===== src/rtl/brt_pkg.sv =====
package brt_pkg;
    localparam int DATA_W = 8;
    localparam int ADDR_W = 3;

    localparam logic [ADDR_W-1:0] A_CNT_LO = 3'd0;
    localparam logic [ADDR_W-1:0] A_CNT_HI = 3'd1;
    localparam logic [ADDR_W-1:0] A_RLD_LO = 3'd2;
    localparam logic [ADDR_W-1:0] A_RLD_HI = 3'd3;
    localparam logic [ADDR_W-1:0] A_CTRL   = 3'd4;

    localparam int CTL_RUN  = 0;
    localparam int CTL_RXS  = 1;
    localparam int CTL_TXS  = 2;
    localparam int CTL_EXEN = 3;
    localparam int CTL_FLAG = 4;
endpackage


===== src/rtl/brt_prescale.sv =====
module brt_prescale #(
    parameter int DIV = 2
) (
    input  logic clk,
    input  logic rst_n,
    input  logic en,
    output logic step
);
    localparam int PW = (DIV > 1) ? $clog2(DIV) : 1;

    logic [PW-1:0] ph_q, ph_d;

    assign step = en && (ph_q == PW'(DIV - 1));

    always_comb begin
        if (!en || step) ph_d = '0;
        else             ph_d = ph_q + 1'b1;
    end

    always_ff @(posedge clk) begin
        if (!rst_n) ph_q <= '0;
        else        ph_q <= ph_d;
    end

    generate
        if (DIV > 1) begin : g_space
            // steps never fall on adjacent clocks
            p_step_spacing_r4: assert property (@(posedge clk) disable iff (!rst_n)
                step |=> !step);
        end
    endgenerate
endmodule


===== src/rtl/brt_count16.sv =====
module brt_count16 #(
    parameter int DATA_W = 8
) (
    input  logic                  clk,
    input  logic                  rst_n,
    input  logic                  step,
    input  logic                  wr_lo,
    input  logic                  wr_hi,
    input  logic [DATA_W-1:0]     wdata,
    input  logic [2*DATA_W-1:0]   reload,
    output logic [2*DATA_W-1:0]   count,
    output logic                  wrap,
    output logic                  ovf
);
    localparam int CNT_W = 2 * DATA_W;
    localparam logic [CNT_W-1:0] TOP = '1;

    typedef struct packed {
        logic [CNT_W-1:0] cnt;
        logic             ovf;
    } cnt_st_t;

    cnt_st_t st_q, st_d;

    assign wrap  = step && (st_q.cnt == TOP);
    assign count = st_q.cnt;
    assign ovf   = st_q.ovf;

    always_comb begin
        st_d     = st_q;
        st_d.ovf = wrap;
        if (step) st_d.cnt = wrap ? reload : st_q.cnt + 1'b1;
        if (wr_lo) st_d.cnt[DATA_W-1:0]     = wdata;
        if (wr_hi) st_d.cnt[CNT_W-1:DATA_W] = wdata;
    end

    always_ff @(posedge clk) begin
        if (!rst_n) st_q <= '0;
        else        st_q <= st_d;
    end

    // rollover takes the whole reload value
    p_reload_r5: assert property (@(posedge clk) disable iff (!rst_n)
        (step && st_q.cnt == TOP && !wr_lo && !wr_hi) |=> st_q.cnt == $past(reload));
    // no step and no write leaves the count alone
    p_hold_r3: assert property (@(posedge clk) disable iff (!rst_n)
        (!step && !wr_lo && !wr_hi) |=> $stable(st_q.cnt));
    // overflow pulse is one cycle wide
    p_ovf_single_r5: assert property (@(posedge clk) disable iff (!rst_n)
        st_q.ovf |=> !st_q.ovf);
endmodule


===== src/rtl/brt_div16.sv =====
module brt_div16 #(
    parameter int DIV_W = 4
) (
    input  logic clk,
    input  logic rst_n,
    input  logic wrap,
    output logic tick
);
    typedef struct packed {
        logic [DIV_W-1:0] div;
        logic             tick;
    } div_st_t;

    div_st_t st_q, st_d;

    assign tick = st_q.tick;

    always_comb begin
        st_d      = st_q;
        st_d.tick = wrap && (&st_q.div);
        if (wrap) st_d.div = st_q.div + 1'b1;
    end

    always_ff @(posedge clk) begin
        if (!rst_n) st_q <= '0;
        else        st_q <= st_d;
    end

    // tick never lasts two cycles
    p_tick_single_r6: assert property (@(posedge clk) disable iff (!rst_n)
        st_q.tick |=> !st_q.tick);
endmodule


===== src/rtl/brt_fall_detect.sv =====
module brt_fall_detect (
    input  logic clk,
    input  logic rst_n,
    input  logic pin,
    output logic fall
);
    logic samp_q, prev_q;

    assign fall = prev_q && !samp_q;

    always_ff @(posedge clk) begin
        if (!rst_n) begin
            samp_q <= 1'b1;
            prev_q <= 1'b1;
        end else begin
            samp_q <= pin;
            prev_q <= samp_q;
        end
    end

    // one detection per falling edge
    p_fall_single_r8: assert property (@(posedge clk) disable iff (!rst_n)
        fall |=> !fall);
endmodule


===== src/rtl/brt_timer.sv =====
module brt_timer
    import brt_pkg::*;
#(
    parameter int STATE_DIV = 2,
    parameter int TICK_DIV_W = 4
) (
    input  logic              clk,
    input  logic              rst_n,
    input  logic              wr_en,
    input  logic [ADDR_W-1:0] addr,
    input  logic [DATA_W-1:0] wdata,
    output logic [DATA_W-1:0] rd_data,
    input  logic              ext_pin,
    output logic              ovf_pulse,
    output logic              rate_tick,
    output logic              rx_tick,
    output logic              tx_tick,
    output logic              ext_flag
);
    localparam int CNT_W = 2 * DATA_W;

    typedef struct packed {
        logic [CNT_W-1:0] reload;
        logic             run;
        logic             rxs;
        logic             txs;
        logic             exen;
        logic             flag;
    } reg_st_t;

    reg_st_t rg_q, rg_d;

    logic             wr_cnt_lo, wr_cnt_hi, wr_rld_lo, wr_rld_hi, wr_ctl;
    logic             active, step, wrap, fall;
    logic [CNT_W-1:0] count;

    assign wr_cnt_lo = wr_en && (addr == A_CNT_LO);
    assign wr_cnt_hi = wr_en && (addr == A_CNT_HI);
    assign wr_rld_lo = wr_en && (addr == A_RLD_LO);
    assign wr_rld_hi = wr_en && (addr == A_RLD_HI);
    assign wr_ctl    = wr_en && (addr == A_CTRL);
    assign active    = rg_q.run && (rg_q.rxs || rg_q.txs);

    brt_prescale #(.DIV(STATE_DIV)) u_pre (
        .clk(clk), .rst_n(rst_n), .en(active), .step(step)
    );

    brt_count16 #(.DATA_W(DATA_W)) u_cnt (
        .clk(clk), .rst_n(rst_n), .step(step),
        .wr_lo(wr_cnt_lo), .wr_hi(wr_cnt_hi), .wdata(wdata),
        .reload(rg_q.reload), .count(count), .wrap(wrap), .ovf(ovf_pulse)
    );

    brt_div16 #(.DIV_W(TICK_DIV_W)) u_div (
        .clk(clk), .rst_n(rst_n), .wrap(wrap), .tick(rate_tick)
    );

    brt_fall_detect u_edge (
        .clk(clk), .rst_n(rst_n), .pin(ext_pin), .fall(fall)
    );

    always_comb begin
        rg_d = rg_q;
        if (wr_rld_lo) rg_d.reload[DATA_W-1:0]     = wdata;
        if (wr_rld_hi) rg_d.reload[CNT_W-1:DATA_W] = wdata;
        if (wr_ctl) begin
            rg_d.run  = wdata[CTL_RUN];
            rg_d.rxs  = wdata[CTL_RXS];
            rg_d.txs  = wdata[CTL_TXS];
            rg_d.exen = wdata[CTL_EXEN];
            rg_d.flag = rg_q.flag && wdata[CTL_FLAG];
        end
        if (fall && rg_q.exen) rg_d.flag = 1'b1;
    end

    always_ff @(posedge clk) begin
        if (!rst_n) rg_q <= '0;
        else        rg_q <= rg_d;
    end

    always_comb begin
        rd_data = '0;
        case (addr)
            A_CNT_LO: rd_data = count[DATA_W-1:0];
            A_CNT_HI: rd_data = count[CNT_W-1:DATA_W];
            A_RLD_LO: rd_data = rg_q.reload[DATA_W-1:0];
            A_RLD_HI: rd_data = rg_q.reload[CNT_W-1:DATA_W];
            A_CTRL: begin
                rd_data[CTL_RUN]  = rg_q.run;
                rd_data[CTL_RXS]  = rg_q.rxs;
                rd_data[CTL_TXS]  = rg_q.txs;
                rd_data[CTL_EXEN] = rg_q.exen;
                rd_data[CTL_FLAG] = rg_q.flag;
            end
            default: rd_data = '0;
        endcase
    end

    assign rx_tick  = rate_tick && rg_q.rxs;
    assign tx_tick  = rate_tick && rg_q.txs;
    assign ext_flag = rg_q.flag;

    // flag survives everything except a clearing control write
    p_flag_sticky_r10: assert property (@(posedge clk) disable iff (!rst_n)
        (ext_flag && !(wr_ctl && !wdata[CTL_FLAG])) |=> ext_flag);
    // a select-gated tick needs the shared tick
    p_rx_gate_r7: assert property (@(posedge clk) disable iff (!rst_n)
        rx_tick |-> rate_tick);
    p_tx_gate_r7: assert property (@(posedge clk) disable iff (!rst_n)
        tx_tick |-> rate_tick);
    // tick only alongside an overflow pulse
    p_tick_with_ovf_r6: assert property (@(posedge clk) disable iff (!rst_n)
        rate_tick |-> ovf_pulse);
    // inactive timer yields no overflow next cycle
    p_idle_quiet_r3: assert property (@(posedge clk) disable iff (!rst_n)
        !active |=> !ovf_pulse);
endmodule


===== config.mk =====
export PLATFORM = sky130hd
export DESIGN_NAME = brt_timer
export DESIGN_NICKNAME = d
export VERILOG_FILES = /design/src/rtl/brt_pkg.sv /design/src/rtl/brt_prescale.sv /design/src/rtl/brt_count16.sv /design/src/rtl/brt_div16.sv /design/src/rtl/brt_fall_detect.sv /design/src/rtl/brt_timer.sv
export SDC_FILE = /design/constraint.sdc
export NUM_CORES = 1
export LEC_CHECK = 0
export BUFFER_PORTS_ARGS = -buffer_cell sky130_fd_sc_hd__buf_2
export CAP_MARGIN = 5
export CORE_AREA = 2 2 71 73
export CTS_CLUSTER_DIAMETER = 40
export DETAILED_ROUTE_END_ITERATION = 16
export DIE_AREA = 0 0 73 75
export PLACE_DENSITY = 0.77
export RECOVER_POWER = 25
export SYNTH_ARGS = -nofsm -noshare
export SYNTH_HDL_FRONTEND = slang
export SYNTH_SLANG_ARGS = --single-unit
export TNS_END_PERCENT = 50

===== constraint.sdc =====
create_clock -name clk -period 2.1 [get_ports clk]
set_input_delay 0.42 -clock clk [delete_from_list [all_inputs] [get_ports clk]]
set_output_delay 0.42 -clock clk [all_outputs]
set_load 0.03 [all_outputs]

# After elaboration in Yosys (flattened, before gate mapping)

Cells that the tools add are included.

Equal/unequal tests: 5
Bitwise logic cells: 1
Mux-type cells: 8
Add/sub/neg operators: 3
Reductions and logical operators: 24

Operator list:

| kind                                                                   | number |
|---|---|
| 16-bit 2-to-1 mux                                                      | 2 |
| 5-bit case mux with 5 select lines                                     | 1 |
| 16-bit by 1-bit adder with 16-bit output (second input constant)       | 1 |
| 16-bit equality test (second input constant)                           | 1 |
| 8-bit 2-to-1 mux                                                       | 2 |
| 1-bit logical AND                                                      | 14 |
| 3-bit case mux with 4 select lines                                     | 1 |
| 3-bit by 2-bit equality test with 1-bit output (second input constant) | 2 |
| 2-bit nonzero test                                                     | 3 |
| 4-bit by 1-bit adder with 4-bit output (second input constant)         | 1 |
| 4-bit AND reduction                                                    | 1 |
| 3-bit by 1-bit equality test with 1-bit output (second input constant) | 1 |
| 3-bit equality test (second input constant)                            | 1 |
| 3-bit logical NOT                                                      | 1 |
| 1-bit logical NOT                                                      | 2 |
| 1-bit logical OR                                                       | 2 |
| 1-bit 2-to-1 mux                                                       | 2 |
| 2-bit OR reduction                                                     | 1 |
| 1-bit adder (second input constant)                                    | 1 |
| 1-bit inverter                                                         | 1 |

Bits of input ports: 15
Logic and storage cells: 56
Output and inout bits: 13
Flip-flop bits (word level): 46

# Longest topological paths before layout

Depth in word-level cells: 7
Gate-level depth with buffers: 7
Gate-level depth less buffers: 6

# By module

Synthesis repeated with hierarchy kept, for this count alone.

Cells, all modules: 300
Area, all modules: 2686.3 um^2

By module, submodules not included:

| module          | seq. area each (um^2) | cells each | times used | area each (um^2) |
|---|---|---|---|---|
| brt_count16     | 340.3                 | 145        | 1          | 1199.9 |
| brt_timer       | 420.4                 | 126        | 1          | 1167.4 |
| brt_div16       | 100.1                 | 21         | 1          | 224.0 |
| brt_fall_detect | 40.0                  | 5          | 1          | 58.8 |
| brt_prescale    | 20.0                  | 3          | 1          | 36.3 |

# Least setup slack after synthesis

OpenSTA, ideal clock, no wires.

Path type: input to output
Start: input addr[1]
End: output rd_data[5]
Data arrival time: 1759 ps
Data required time: 1680 ps
Slack: -79 ps
Path buffers: 2
Cell stages on the path: 4
Cells stage by stage: clkbuf_1 > buf_1 > mux4_2 > nor2b_1

Cells in the longest elaborated chain, start to end: 2
Elaborated cells on any way between the ends: 5
Classes of those cells: eq/ne (3); mux (1); reduce/logical (1)

RTL lines:

| what                                                                   | line            | RTL |
|---|---|---|
| start, declared                                                        | brt_timer.sv:10 | `input logic [ADDR_W-1:0] addr,` |
| 3-bit by 2-bit equality test with 1-bit output (tied with other cells) | brt_timer.sv:83 | `case (addr)` |
| 3-bit case mux with 4 select lines (*)                                 | brt_timer.sv:83 |  |
| end, declared                                                          | brt_timer.sv:12 | `output logic [DATA_W-1:0] rd_data,` |

Every way passes the cells marked *; elsewhere a longest branch is shown, timed or not.

# Final worst setup path

Start: register u_cnt.st_q, in the netlist u_cnt.count[0]
End: output rd_data[0]

Cells in the longest elaborated chain, start to end: 1

RTL lines:

| what                               | line              | RTL |
|---|---|---|
| start, declared                    | brt_count16.sv:23 | `cnt_st_t st_q, st_d;` |
| start signal, assigned             | brt_count16.sv:39 | `else st_q <= st_d;` |
| 5-bit case mux with 5 select lines | brt_timer.sv:83   |  |

Every way passes these cells.

==> results.toml <==
[route]
routed-via-count = 2623
initialDrtViolationCount = 320
drt-pass1-iter-count = 4
routed_wirelength_um = 7410
drt_drc_violations_left = 0
met3RoutedLength_um = 584
wl_met2_um = 3300
detail_route.vias_per_cell = 6.38
maxUsedRoutingLayer = "met4"
drt-met1-wl_um = 3210
post_drt_wl_per_cell_um = 18.0
route.antenna.remaining_nets = 0

[cts]
cts_root_buffer = "clkbuf_8"
cts.htree.levels = 2
clockBufferDepth = 2
clk_pin_slew_worst_paths_ps = 80
numClockSinks = 46
clock_tree_from_tritoncts = "built"
cts_inserted_buffers = 5
clock_insertion_delay_at_the_later_pin_of_the_skew_report_ps = 310

[hold_path]
worstHoldPathType = "input pin to flip-flop"

[worst_setup_path]
regToRegEndpoint = "u_cnt.count[0]"
first_element_of_the_critical_path = "u_cnt.count[0]"
cp_max_fo = 6
reg2reg_from = "u_cnt.count[0]"
crit_slowest_cell = "mux4_2"
r2r.worst_path.cells = 7
worstSetupEndpoint = "rd_data[0]"
timing_worst_setup_path_type = "flip-flop to primary output"
timing.critical_path.slowest_cell_delay_ps = 440
cp-end-kind = "primary output"
timing.reg2reg.setup_slack_ps = 170
critical_path.startpoint_type = "flip-flop"
timing.critical_path.cells = "mux4_2, nor2b_1, a31o_2, buf_6"
worstPathRequired_ps = 1680
arrival_ps = 1640

[cells_and_area]
n_fill_cell = 418
area_used_by_sequential_logic_in_the_layout_um2 = 930
final_net_count = 373
layout.cells.most_common_list = "56 x nand2_1, 43 x dfxtp_1, 22 x nand3_1"
multi_input_area_um2 = 1640
final_common_cell = "nand2_1"
antenna_cells_inserted = 0
drive_gt1_frac = 0.182
flow.area_growth_from_synthesis_pct = 13.6
post_layout_instance_area_um2 = 3000
layoutNonFillerInstCount = 411
fin_util = 0.644

[timing]
fmax_mhz = 486
min_period_over_period = 0.980
finalSetupViolCount = 0
timing_worst_slew_pin_value_ps = 743
hold_viol = 0
period_minus_ws_final_ps = 2060
hold_ws_ps = 290
relSlewSlack = 0.505
finalMaxSlewViolations = 0
final.setup_skew_ps = 4.54

[die]
start_util = 0.566
num_rows = 25
chip_width_um = 73
fp.dieH_um = 75
die-area_um2 = 5480
core_um2 = 4660
floorplan.io_pins = 28

[run]
max_cap_violations = 0

[logic_synthesis]
synth_nets = 339
postSynth.topFlopCell = "dfxtp_1"
synth-edff-count = 0
synth_area_um2 = 2640
synth_seq_area_share = 0.349
synth.yosys.warnings = 0
yosysUniqueCellTypes = 56
ys_seq_elements = 46
async_reset_ff_frac = 0
count_of_mapped_cells_out_of_synthesis = 322
syn-mean-instance-area_um2 = 8.20

[global_route]
grt_overall_usage = 0.284
gr-total-overflow = 0
via_count_of_the_first_global_routing_pass = 2380
antenna_violations_before_repair = 0
largest_net_degree_at_the_start_of_global_routing = 20
global_route_wire_length_before_repair_um = 11800

[pwr]
vdd_ir_drop_max_v = 0.000308
power.leakage_nw = 1.20
power_density_nw_per_um2 = 543
totalPowerFinal_w = 0.00163

[placement]
post_dp_cell_area_um2 = 2900
place_hpwl_um = 5400
io_buffer_count = 27
numPlacedInstances = 402
gp_congestion = 0.946

[outcome]
outcome = "finished clean"
==> power by group <==
group	leakage, nW	total, W	switching [W]	internal [W]
logic	0.779	0.000156	0.0000933	0.0000629
clock network	0.0482	0.000563	0.000298	0.000266
registers	0.374	0.000909	0.0000210	0.000888
total	1.20	0.00163	0.000412	0.00122
==> critical path, delay by kind of cell, from the launching register on <==
| kind | cells | cell delay (ps) |
|---|---|---|
| flops | 1 | 370 |
| compound gates | 1 | 240 |
| buf+inv | 1 | 130 |
| mux | 1 | 440 |
| simple gates | 1 | 150 |
==> per-stage QoR <==
| step | setup TNS (ps) | setup slack (ps) |
|---|---|---|
| floorplan | -253 | -78.5 |
| global placement | 0 | 124 |
| detailed placement | 0 | 125 |
| CTS | 0 | 7.01 |
| global route | -13.5 | -13.5 |
| finish | 0 | 42.1 |
==> how the worst min path moves through the flow <==
stage                        startpoint            end  cells past startpoint  slack [ps]
after floorplan           u_edge.samp_q  u_edge.prev_q                      1         400
after global placement    u_edge.samp_q  u_edge.prev_q                      1         420
after detailed placement  u_edge.samp_q  u_edge.prev_q                      1         420
after CTS                       ext_pin  u_edge.samp_q                      2         290
after global routing            ext_pin  u_edge.samp_q                      2         300
final                           ext_pin  u_edge.samp_q                      2         290
==> cell type report <==
type	count	share of cell area
clock inverter	1	0.00167
inverter	1	0.00125
tap	54	0.0225
timing repair buffer	46	0.0897
sequential	46	0.310
clock buffer	7	0.0288
multi-input combinational	256	0.546
==> cell families after synthesis <==
kind of cell | Yosys count | share of synthesized area
AND/OR/NAND/NOR | 153 | 0.297
XOR/XNOR | 8 | 0.0265
multiplexers | 17 | 0.0839
buffers and inverters | 20 | 0.0322
AO/OA/AOI/OAI | 76 | 0.202
flip-flops | 46 | 0.349
adder cells (fa/ha/maj) | 2 | 0.00948
==> what timing repair did <==
| action | CTS | global route |
|---|---|---|
| hold buffers | 0 | 0 |
| resized for setup | 2 | 6 |
| endpoints found under the setup margin | 1 | 1 |
| buffers inserted | 0 | 1 |
==> cell usage after synthesis (all sizes together), types with 5 or more instances <==
library cell	instances	share of area
nor2	20	0.028
and2	9	0.021
nand2	59	0.087
a21boi	19	0.054
and3	9	0.022
a21oi	10	0.019
nand3	22	0.042
xor2	5	0.017
mux2i	12	0.045
dfxtp	46	0.35
nor2b	10	0.024
o21ai	14	0.027
clkbuf	15	0.021
==> layer usage <==
layer,track usage,up-vias
li1,-,1235
met1,0.388,1220
met2,0.438,134
met3,0.0455,34
met4,0.138,0
met5,0,-
==> flip-flops by register name, indices dropped and copies added (netlist names) <==
name and flops:
u_cnt.count 16, u_div.tick 1, u_edge.samp_q 1, u_div.st_q 4
u_pre.ph_q 1, u_cnt.ovf 1, ext_flag 1, rg_q 20
u_edge.prev_q 1
No activity file was read; power rests on OpenSTA's default activity.
